## src/rtl/sc_pkg.sv

```systemverilog
package sc_pkg;
  typedef enum logic [1:0] {
    SUP_OFF = 2'd0,
    SUP_ON  = 2'd1,
    SUP_GAP = 2'd2
  } sup_state_e;

  localparam logic [1:0] CODE_NONE = 2'b11;

  function automatic logic is_request(input logic [1:0] code);
    return code != CODE_NONE;
  endfunction
endpackage

```

## src/rtl/sc_sync.sv

```systemverilog
module sc_sync #(
  parameter int W = 1
) (
  input  logic         clk,
  input  logic         rst_n,
  input  logic [W-1:0] d_i,
  output logic [W-1:0] q_o
);
  logic [W-1:0] stage1, stage2;

  always_ff @(posedge clk or negedge rst_n) begin
    if (!rst_n) begin
      stage1 <= '0;
      stage2 <= '0;
    end else begin
      stage1 <= d_i;
      stage2 <= stage1;
    end
  end

  assign q_o = stage2;
endmodule

```

## src/rtl/sc_cmd_hold.sv

```systemverilog
module sc_cmd_hold #(
  parameter int NLINES = 3
) (
  input  logic              clk,
  input  logic              rst_n,
  input  logic              sel_i,
  input  logic [1:0]        code_i,
  input  logic              rst_cmd_i,
  output logic [1:0]        code_o,
  output logic              rst_cmd_o,
  input  logic [NLINES-1:0] host_dat_i,
  input  logic [NLINES-1:0] host_drv_i,
  output logic [NLINES-1:0] host_dat_o,
  output logic [NLINES-1:0] host_oe_o,
  input  logic [NLINES-1:0] card_dat_i,
  input  logic [NLINES-1:0] card_drv_i,
  output logic [NLINES-1:0] card_dat_o,
  output logic [NLINES-1:0] card_oe_o,
  output logic              data_pu_o
);
  import sc_pkg::*;

  logic [1:0] code_q;
  logic       rst_q;

  always_ff @(posedge clk or negedge rst_n) begin
    if (!rst_n) begin
      code_q <= CODE_NONE;
      rst_q  <= 1'b1;
    end else if (sel_i) begin
      code_q <= code_i;
      rst_q  <= rst_cmd_i;
    end
  end

  assign code_o    = sel_i ? code_i : code_q;
  assign rst_cmd_o = sel_i ? rst_cmd_i : rst_q;

  for (genvar g = 0; g < NLINES; g++) begin : g_line
    assign card_dat_o[g] = host_dat_i[g];
    assign card_oe_o[g]  = sel_i & host_drv_i[g];
    assign host_dat_o[g] = card_dat_i[g];
    assign host_oe_o[g]  = sel_i & card_drv_i[g] & ~host_drv_i[g];
  end
  assign data_pu_o = ~sel_i;


  hold_frozen_chk: assert property (@(posedge clk) disable iff (!rst_n)
    (!sel_i && $past(!sel_i) && $past(rst_n)) |-> (code_o == $past(code_o) && rst_cmd_o == $past(rst_cmd_o)));


  iso_no_drive_chk: assert property (@(posedge clk) disable iff (!rst_n)
    !sel_i |-> (card_oe_o == '0 && host_oe_o == '0));
endmodule

```

## src/rtl/sc_supply_seq.sv

```systemverilog
module sc_supply_seq #(
  parameter int OFF_CYCLES = 4
) (
  input  logic       clk,
  input  logic       rst_n,
  input  logic [1:0] code_i,
  input  logic       supply_good_i,
  output logic       sup_en_o,
  output logic [1:0] vcode_o,
  output logic       ready_o
);
  import sc_pkg::*;

  localparam int CW = $clog2(OFF_CYCLES + 1);
  localparam logic [CW-1:0] GAP_LOAD = CW'(OFF_CYCLES - 1);

  sup_state_e    state_q;
  logic [1:0]    cur_q;
  logic [CW-1:0] cnt_q;
  logic          req;

  assign req = is_request(code_i);

  always_ff @(posedge clk or negedge rst_n) begin
    if (!rst_n) begin
      state_q <= SUP_OFF;
      cur_q   <= CODE_NONE;
      cnt_q   <= '0;
    end else begin
      case (state_q)
        SUP_OFF: begin
          if (req) begin
            state_q <= SUP_ON;
            cur_q   <= code_i;
          end
        end
        SUP_ON: begin
          if (!req) begin
            state_q <= SUP_OFF;
            cur_q   <= CODE_NONE;
          end else if (code_i != cur_q) begin
            state_q <= SUP_GAP;
            cnt_q   <= GAP_LOAD;
          end
        end
        SUP_GAP: begin
          if (!req) begin
            state_q <= SUP_OFF;
            cur_q   <= CODE_NONE;
          end else if (cnt_q == '0) begin
            state_q <= SUP_ON;
            cur_q   <= code_i;
          end else begin
            cnt_q <= cnt_q - 1'b1;
          end
        end
        default: state_q <= SUP_OFF;
      endcase
    end
  end

  assign sup_en_o = (state_q == SUP_ON);
  assign vcode_o  = sup_en_o ? cur_q : CODE_NONE;
  assign ready_o  = req & sup_en_o & (code_i == cur_q) & supply_good_i;


  gap_forces_off_chk: assert property (@(posedge clk) disable iff (!rst_n)
    (sup_en_o && req && code_i != vcode_o) |=> !sup_en_o);


  gap_count_chk: assert property (@(posedge clk) disable iff (!rst_n)
    (state_q == SUP_GAP) |-> (cnt_q < CW'(OFF_CYCLES)));


  ready_needs_good_chk: assert property (@(posedge clk) disable iff (!rst_n)
    ready_o |-> (sup_en_o && supply_good_i));
endmodule

```

## src/rtl/sc_status.sv

```systemverilog
module sc_status #(
  parameter int NFAULTS = 2
) (
  input  logic               clk,
  input  logic               rst_n,
  input  logic               sel_i,
  input  logic               req_i,
  input  logic               ready_i,
  input  logic               card_det_i,
  input  logic [NFAULTS-1:0] fault_i,
  output logic               rdy_drv_low_o,
  output logic               rdy_pu_o,
  output logic               irq_drv_low_o,
  output logic               irq_pu_o
);
  logic               det_s, det_prev, pend_q, sel_q;
  logic [NFAULTS-1:0] fault_s;

  sc_sync #(.W(1)) u_det_sync (
    .clk(clk), .rst_n(rst_n), .d_i(card_det_i), .q_o(det_s)
  );
  sc_sync #(.W(NFAULTS)) u_fault_sync (
    .clk(clk), .rst_n(rst_n), .d_i(fault_i), .q_o(fault_s)
  );

  always_ff @(posedge clk or negedge rst_n) begin
    if (!rst_n) begin
      det_prev <= 1'b0;
      pend_q   <= 1'b0;
      sel_q    <= 1'b0;
    end else begin
      det_prev <= det_s;
      sel_q    <= sel_i;
      if (det_s != det_prev)
        pend_q <= 1'b1;
      else if (sel_i && !sel_q && !req_i)
        pend_q <= 1'b0;
    end
  end

  assign rdy_drv_low_o = sel_i & ~ready_i;
  assign rdy_pu_o      = sel_i & req_i;
  assign irq_drv_low_o = sel_i & (pend_q | (|fault_s));
  assign irq_pu_o      = sel_i & req_i;


  quiet_deselect_chk: assert property (@(posedge clk) disable iff (!rst_n)
    !sel_i |-> !(rdy_drv_low_o || irq_drv_low_o || rdy_pu_o || irq_pu_o));


  pend_set_chk: assert property (@(posedge clk) disable iff (!rst_n)
    (det_s != det_prev) |=> pend_q);
endmodule

```

## src/rtl/sc_host_ctrl.sv

```systemverilog
module sc_host_ctrl #(
  parameter int NLINES     = 3,
  parameter int NFAULTS    = 2,
  parameter int OFF_CYCLES = 4
) (
  input  logic               clk,
  input  logic               rst_n,
  input  logic               sel_i,
  input  logic               vsel_a_i,
  input  logic               vsel_b_i,
  input  logic               rst_cmd_i,
  input  logic [NLINES-1:0]  host_dat_i,
  input  logic [NLINES-1:0]  host_drv_i,
  output logic [NLINES-1:0]  host_dat_o,
  output logic [NLINES-1:0]  host_oe_o,
  input  logic [NLINES-1:0]  card_dat_i,
  input  logic [NLINES-1:0]  card_drv_i,
  output logic [NLINES-1:0]  card_dat_o,
  output logic [NLINES-1:0]  card_oe_o,
  output logic               data_pu_o,
  input  logic               supply_good_i,
  input  logic               card_det_i,
  input  logic [NFAULTS-1:0] fault_i,
  output logic               sup_en_o,
  output logic [1:0]         vcode_o,
  output logic               card_rst_o,
  output logic               rdy_drv_low_o,
  output logic               rdy_pu_o,
  output logic               irq_drv_low_o,
  output logic               irq_pu_o
);
  import sc_pkg::*;

  logic [1:0] code_eff;
  logic       rst_eff, ready;

  sc_cmd_hold #(.NLINES(NLINES)) u_hold (
    .clk(clk), .rst_n(rst_n), .sel_i(sel_i),
    .code_i({vsel_a_i, vsel_b_i}), .rst_cmd_i(rst_cmd_i),
    .code_o(code_eff), .rst_cmd_o(rst_eff),
    .host_dat_i(host_dat_i), .host_drv_i(host_drv_i),
    .host_dat_o(host_dat_o), .host_oe_o(host_oe_o),
    .card_dat_i(card_dat_i), .card_drv_i(card_drv_i),
    .card_dat_o(card_dat_o), .card_oe_o(card_oe_o),
    .data_pu_o(data_pu_o)
  );

  sc_supply_seq #(.OFF_CYCLES(OFF_CYCLES)) u_seq (
    .clk(clk), .rst_n(rst_n), .code_i(code_eff),
    .supply_good_i(supply_good_i),
    .sup_en_o(sup_en_o), .vcode_o(vcode_o), .ready_o(ready)
  );

  sc_status #(.NFAULTS(NFAULTS)) u_status (
    .clk(clk), .rst_n(rst_n), .sel_i(sel_i),
    .req_i(is_request(code_eff)), .ready_i(ready),
    .card_det_i(card_det_i), .fault_i(fault_i),
    .rdy_drv_low_o(rdy_drv_low_o), .rdy_pu_o(rdy_pu_o),
    .irq_drv_low_o(irq_drv_low_o), .irq_pu_o(irq_pu_o)
  );

  assign card_rst_o = rst_eff | ~ready;


  reset_when_off_chk: assert property (@(posedge clk) disable iff (!rst_n)
    !sup_en_o |-> card_rst_o);
endmodule

```

## config.mk

```make
export PLATFORM = sky130hd
export DESIGN_NAME = sc_host_ctrl
export DESIGN_NICKNAME = d
export VERILOG_FILES = /design/src/rtl/sc_pkg.sv /design/src/rtl/sc_sync.sv /design/src/rtl/sc_cmd_hold.sv /design/src/rtl/sc_supply_seq.sv /design/src/rtl/sc_status.sv /design/src/rtl/sc_host_ctrl.sv
export SDC_FILE = /design/constraint.sdc
export NUM_CORES = 1
export LEC_CHECK = 0
export BUFFER_PORTS_ARGS = -buffer_cell sky130_fd_sc_hd__buf_4
export CORE_UTILIZATION = 40
export DETAILED_ROUTE_END_ITERATION = 8
export GPL_TIMING_DRIVEN = 0
export HOLD_SLACK_MARGIN = 0.1
export PLACE_DENSITY_LB_ADDON = 0.08
export SYNTH_ARGS = -nofsm -noshare
export SYNTH_HDL_FRONTEND = slang
export SYNTH_SLANG_ARGS = --single-unit
```

## constraint.sdc

```tcl
create_clock -name clk -period 2.9 [get_ports clk]
set_input_delay 0 -clock clk [delete_from_list [all_inputs] [get_ports clk]]
set_output_delay 0 -clock clk [all_outputs]
set_load 0.03 [all_outputs]
```

; After elaboration in Yosys (flattened, before gate mapping)
; Cells that the tools add are included.
[word_totals]
out_inout_bits = 21
word_cells = 83
inputBits = 22
ff_bits = 19
[op_classes]
n_addsub = 1
reduce_logical = 13
mux = 21
bitwise_logic = 22
eq_ne = 14
[ops]
columns = op, n
row1 = two-way mux 2 bit, 11
row2 = bitwise AND 1 bit, 15
row3 = two-way mux 3 bit, 4
row4 = case mux 2 bit (3 select lines), 2
row5 = inequality test 2 bit (second input constant), 5
row6 = inequality test 3 bit (second input constant), 2
row7 = case mux 3 bit (2 select lines), 1
row8 = inverter 1 bit, 5
row9 = AND reduction 5 bit, 1
row10 = inequality test 2 x 1 -> 1 bit (second input constant), 2
row11 = AND reduction 4 bit, 1
row12 = nonzero test 2 bit, 2
row13 = zero test 3 bit, 1
row14 = two-way mux 1 bit, 3
row15 = AND reduction 3 bit, 1
row16 = nonzero test 3 bit, 1
row17 = subtractor 3 x 1 -> 3 bit (second input constant), 1
row18 = equality test 2 x 1 -> 1 bit (second input constant), 1
row19 = equality test 2 bit, 1
row20 = equality test 2 bit (second input constant), 1
row21 = logical AND 1 bit, 2
row22 = zero test 1 bit, 2
row23 = zero test 2 bit, 1
row24 = inequality test 2 bit, 1
row25 = other kinds (3), 4

; Logic depth before layout (Yosys ltp)
[depth]
word_depth = 7
depth_mapped = 7
ltp_nobuf = 7

; Modules after synthesis
; Synthesis repeated with hierarchy kept, for this count alone.
[unflattened]
hier_cells = 96
area_unflattened_um2 = 1082.3
[modules_own_cells]
columns = mod, area_each_um2, instances, seq_area_each_um2, cells_per_inst
row1 = sc_supply_seq, 551.8, 1, 177.7, 57
row2 = sc_cmd_hold, 236.5, 1, 78.8, 20
row3 = sc_status, 133.9, 1, 75.1, 11
row4 = sc_sync (u_status.u_fault_sync), 100.1, 1, 100.1, 4
row5 = sc_sync (u_status.u_det_sync), 50.0, 1, 50.0, 2
row6 = sc_host_ctrl, 10.0, 1, 0.0, 2

; Worst setup path before layout
; Ideal clock, no wire load.
[synth_path]
kind = register -> register
startpoint = register u_seq.state_q[1]
endpoint = register u_seq.cur_q[1]
stages_incl_launch_ff = 8
synth_period_minus_slack_ns = 1.810
required_ns = 2.818
setup_time_ns = 0.082
n_path_buf = 1
arrival_time_ns = 1.728
path_slack_ns = 1.090
cell_sequence = dfrtp_1 -> inv_1 -> ha_1 -> clkbuf_1 -> a21oi_1 -> mux2i_1 -> or2_2 -> mux2_2
[synth_between]
elab_chain_len = 3
elab_cells_between_ends = 9
classes_between = eq/ne: 5 / mux: 1 / reduce/logical: 3
[synth_lines]
columns = item, line
row1 = start: declaration, sc_supply_seq.sv:17  ; sup_state_e state_q;
row2 = start signal: assignment, sc_supply_seq.sv:26  ; state_q <= SUP_OFF;
row3 = start signal: assignment, sc_supply_seq.sv:33  ; state_q <= SUP_ON;
row4 = start signal: assignment, sc_supply_seq.sv:39  ; state_q <= SUP_OFF;
row5 = equality test 2 x 1 -> 1 bit *, -
row6 = via sup_en_o, sc_host_ctrl.sv:24  ; output logic sup_en_o,
row7 = inequality test 2 bit (no line) / nonzero test 3 bit (equally long branches), -
row8 = AND reduction 4 bit (no line), -
row9 = end signal: assignment, sc_supply_seq.sv:34  ; cur_q <= code_i;
row10 = end signal: assignment, sc_supply_seq.sv:52  ; cur_q <= code_i;
row11 = end: declaration, sc_supply_seq.sv:18  ; logic [1:0] cur_q;
; The timed path passes the listed nets; every way through them passes the cells marked *.
; A chain may end at the register's enable or synchronous reset.

; Worst setup path in the final report
[layout_path]
startpoint = input port sel_i
endpoint = output port card_rst_o
[layout_between]
elab_chain_len = 7
elab_cells_between_ends = 9
classes_between = eq/ne: 2 / mux: 2 / bitwise: 5
[layout_lines]
columns = item, line
row1 = start: declaration, sc_host_ctrl.sv:8  ; input logic sel_i,
row2 = two-way mux 2 bit *, -
row3 = via code_eff[0], sc_host_ctrl.sv:34  ; logic [1:0] code_eff;
row4 = inequality test 2 bit, sc_pkg.sv:11  ; return code != CODE_NONE;
row5 = bitwise AND 1 bit, sc_supply_seq.sv:64  ; assign ready_o = req & sup_en_o & (code_i == cur_q) & supply_good_i;
row6 = bitwise AND 1 bit * (2 in a row), sc_supply_seq.sv:64
row7 = inverter 1 bit *, sc_host_ctrl.sv:62  ; assign card_rst_o = rst_eff | ~ready;
row8 = bitwise OR 1 bit *, sc_host_ctrl.sv:62
row9 = end: declaration, sc_host_ctrl.sv:26  ; output logic card_rst_o,
; Marks and branches as above.

==> reports/results.tsv <==
stage	metric	value	unit
final_layout	fin_nets	181	
yosys	post-synth-top-count-cell	dfrtp_1	
yosys	yosysSeqAreaShare	43.7	%
die	rows	18	
setup_path	required	2.90	ns
final_layout	antennaDiodeCount	0	
yosys	synth.distinct_cells	34	
yosys	syn-num-nets	132	
sta	maxSlewHeadroom	71.6	%
global_routing	grt_pass1_vias	769	
setup_path	arrival	2.01	ns
global_routing	grt-ovfl-total	0	
sta	finalHoldViolCount	0	
die	io_pins	43	
yosys	syn-instance-count	103	
die	dieHeight	54.5	um
placement	dp_hpwl	1.53	mm
placement	port_buffers	36	
yosys	synthArstFlopShare	100	%
setup_path	critPathKind	input port to primary output	
clock_network	clockBufferDepth	2	
clock_network	cts_sinks	19	
clock_network	hold_buffers	8	
routing	avgViaCountPerCell	4.83	
global_routing	antenna_found_initial	0	
yosys	synth_area_leaders	dfrtp_1 (32%), dfstp_2 (12%), ha_1 (7.9%), buf_4 (4.8%), mux2_2 (4.1%)	
clock_network	cts-buffers-inserted	3	
global_routing	grt_max_degree	20	
run_status	outcome	finished, final reports clean	
yosys	synth_top_cell_area_share	31.8	%
routing	drtIter0Drc	21	
power	ir_drop	0.539	mV
routing	first_pass_iters	4	
sta	skew	0.00367	ns
power	p_leak	0.739	nW
placement	dp_cells	169	
yosys	yosys_warnings	0	
final_layout	multi_input_area	519	sq um
clock_network	clk_latency	0.29	ns
routing	vias	875	
die	die_width	54.5	um
yosys	synth_area	0.00110	sq mm
routing	wl	2.01	mm
final_layout	seq_area	482	sq um
die	die_area	0.00297	sq mm
clock_network	clockRootBuffer	clkbuf_4	
sta	grt_setup_unrepaired	false	
setup_path	slowest_stage	dlygate4sd3_1	
sta	finalCritPeriodShare	69.3	%
worst_hold_path	hp-class	input port to asynchronous set/reset pin	
final_layout	drive_above_1_share	44.4	%
global_routing	grt_pass1_wl	3.20	mm
sta	tightest_slew	0.422	ns
yosys	synth_common_cells	dfrtp_1 (14), nand2_1 (9), buf_4 (7), ha_1 (7), inv_1 (7)	
setup_path	crit_buf_inv	4	
setup_path	cp-start-kind	input port	
routing	antenna_left	0	
final_layout	area_growth	37.7	%
setup_path	cp_common_cell	buf_4	
power	p_per_area	670	mW/mm^2
sta	setup_viol	0	
die	start_util	43.3	%
clock_network	post-cts-setup-buffers	0	
global_routing	grt_use_total	15.9	%
sta	drv_slew	0	
setup_path	path_cells	dlygate4sd3_1, buf_4, buf_6, mux2_4, o31ai_1, and3_1, nand2b_1, buf_4	
setup_path	max_stage_delay	0.54	ns
setup_path	cp-end-kind	primary output	
yosys	synth_edf_count	0	
final_layout	fillers	223	
placement	gp_congestion	0.824	
run	max_cap_violations	0	
sta	setup-tns-final	0	ns
die	core_area	0.00254	sq mm
final_layout	final_util	59.6	%
routing	drc	0	
yosys	synth_area_leader_cell	dfrtp_1	
yosys	synth_seq_cells	19	
clock_network	cts_resized	0	
clock_network	htreeDepth	1	
sta	period_needed	2.01	ns
final_layout	final_cells	181	
yosys	syn_avg_cell_area	10.7	sq um
yosys	ys.flop_type	dfrtp_1	
sta	fmax	497	MHz
clock_network	cts_tree	built	
clock_network	clk_pin_slew	0.11	ns
routing	wl_per_cell	11.1	um
setup_path	crit_family	buffers and inverters	
setup_path	cp_max_fo	9	
[layout by cell type, fill, tap and decap left out, types with 2 or more instances in the layout]
cell type,n
mux2i_1,3
o21a_1,2
dfrtp_1,14
mux2_2,4
clkbuf_4,3
and2_2,3
ha_1,7
nand2_1,9
nor2_1,6
a21oi_1,5
clkbuf_1,2
nand4b_1,2
nor3b_1,2
o31ai_1,2
dfstp_2,5
buf_4,43
inv_1,7
a31oi_1,2
dlygate4sd3_1,8
xnor2_1,2
nand2b_1,3
o21ai_0,2
[per-layer routing]
layer / wire, um / GRT usage, % / vias up
li1: - / - / 438
met1: 899 / 19.9 / 395
met2: 903 / 26.6 / 40
met3: 190 / 3.33 / 2
met4: 19 / 6.41 / 0
met5: 0 / 0 / -
[final timing paths]
kind,cells after the start,startpoint,endpoint,slack (ns)
setup / recovery,8,sel_i,card_rst_o,0.89
hold / removal,2,rst_n,u_seq.state_q[1]$_DFFE_PN0P_,0.11
setup reg to reg,7,u_seq.state_q[0]$_DFFE_PN0P_,u_seq.cnt_q[2]$_DFFE_PN0P_,1.05
hold reg to reg,0,u_status.u_fault_sync.stage1[0]$_DFF_PN0_,u_status.u_fault_sync.q_o[0]$_DFF_PN0_,0.36
max in group asynchronous,2,rst_n,u_seq.cur_q[0]$_DFFE_PN1P_,2.53
min in group clk,2,host_dat_i[1],card_dat_o[1],0.22
[through the flow]
step | power (mW) | hold slack, ns | setup slack, ns | area [sq um]
global placement | 0.873 | -0.113 | 1.11 | 1410
finish | 1.02 | 0.107 | 0.889 | 1520
detailed placement | 0.882 | -0.113 | 1.05 | 1410
floorplan | 0.749 | -0.296 | 1.09 | 1100
global route | 1.11 | 0.126 | 0.782 | 1520
CTS | 1.03 | 0.102 | 0.879 | 1520
[cells by family after synthesis]
| family | after synthesis | synth area share, % |
|---|---|---|
| compound gates | 17 | 12.0 |
| flops | 19 | 43.7 |
| buf+inv | 18 | 9.19 |
| fa+ha+maj | 7 | 7.95 |
| xor+xnor | 2 | 1.59 |
| simple gates | 31 | 15.3 |
| mux | 9 | 10.2 |
[where the power goes]
| group | internal [mW] | total (mW) | switching [mW] |
|---|---|---|---|
| logic | 0.236 | 0.519 | 0.283 |
| registers | 0.325 | 0.368 | 0.0427 |
| clock network | 0.0512 | 0.130 | 0.0790 |
| total | 0.612 | 1.02 | 0.405 |
[state kept, by name, summed over array words and instances (netlist names)]
name,cells
u_status.u_det_sync.stage1,1
u_status.sel_q,1
u_status.det_prev,1
u_seq.cur_q,2
u_hold.rst_q,1
u_seq.cnt_q,3
u_status.pend_q,1
u_status.u_fault_sync.q_o,2
u_status.u_det_sync.q_o,1
u_status.u_fault_sync.stage1,2
u_seq.state_q,2
u_hold.code_q,2
[layout make-up]
cell class	instances	share of cell area [%]
plain buffers	10	4.70
clock buffers	3	1.48
clock inverters	1	0.330
inverters	8	1.98
multi-input cells	66	34.2
flip-flops and latches	19	31.7
well taps	30	2.47
repair buffers	44	23.1
(Power assumes the default switching activity.)
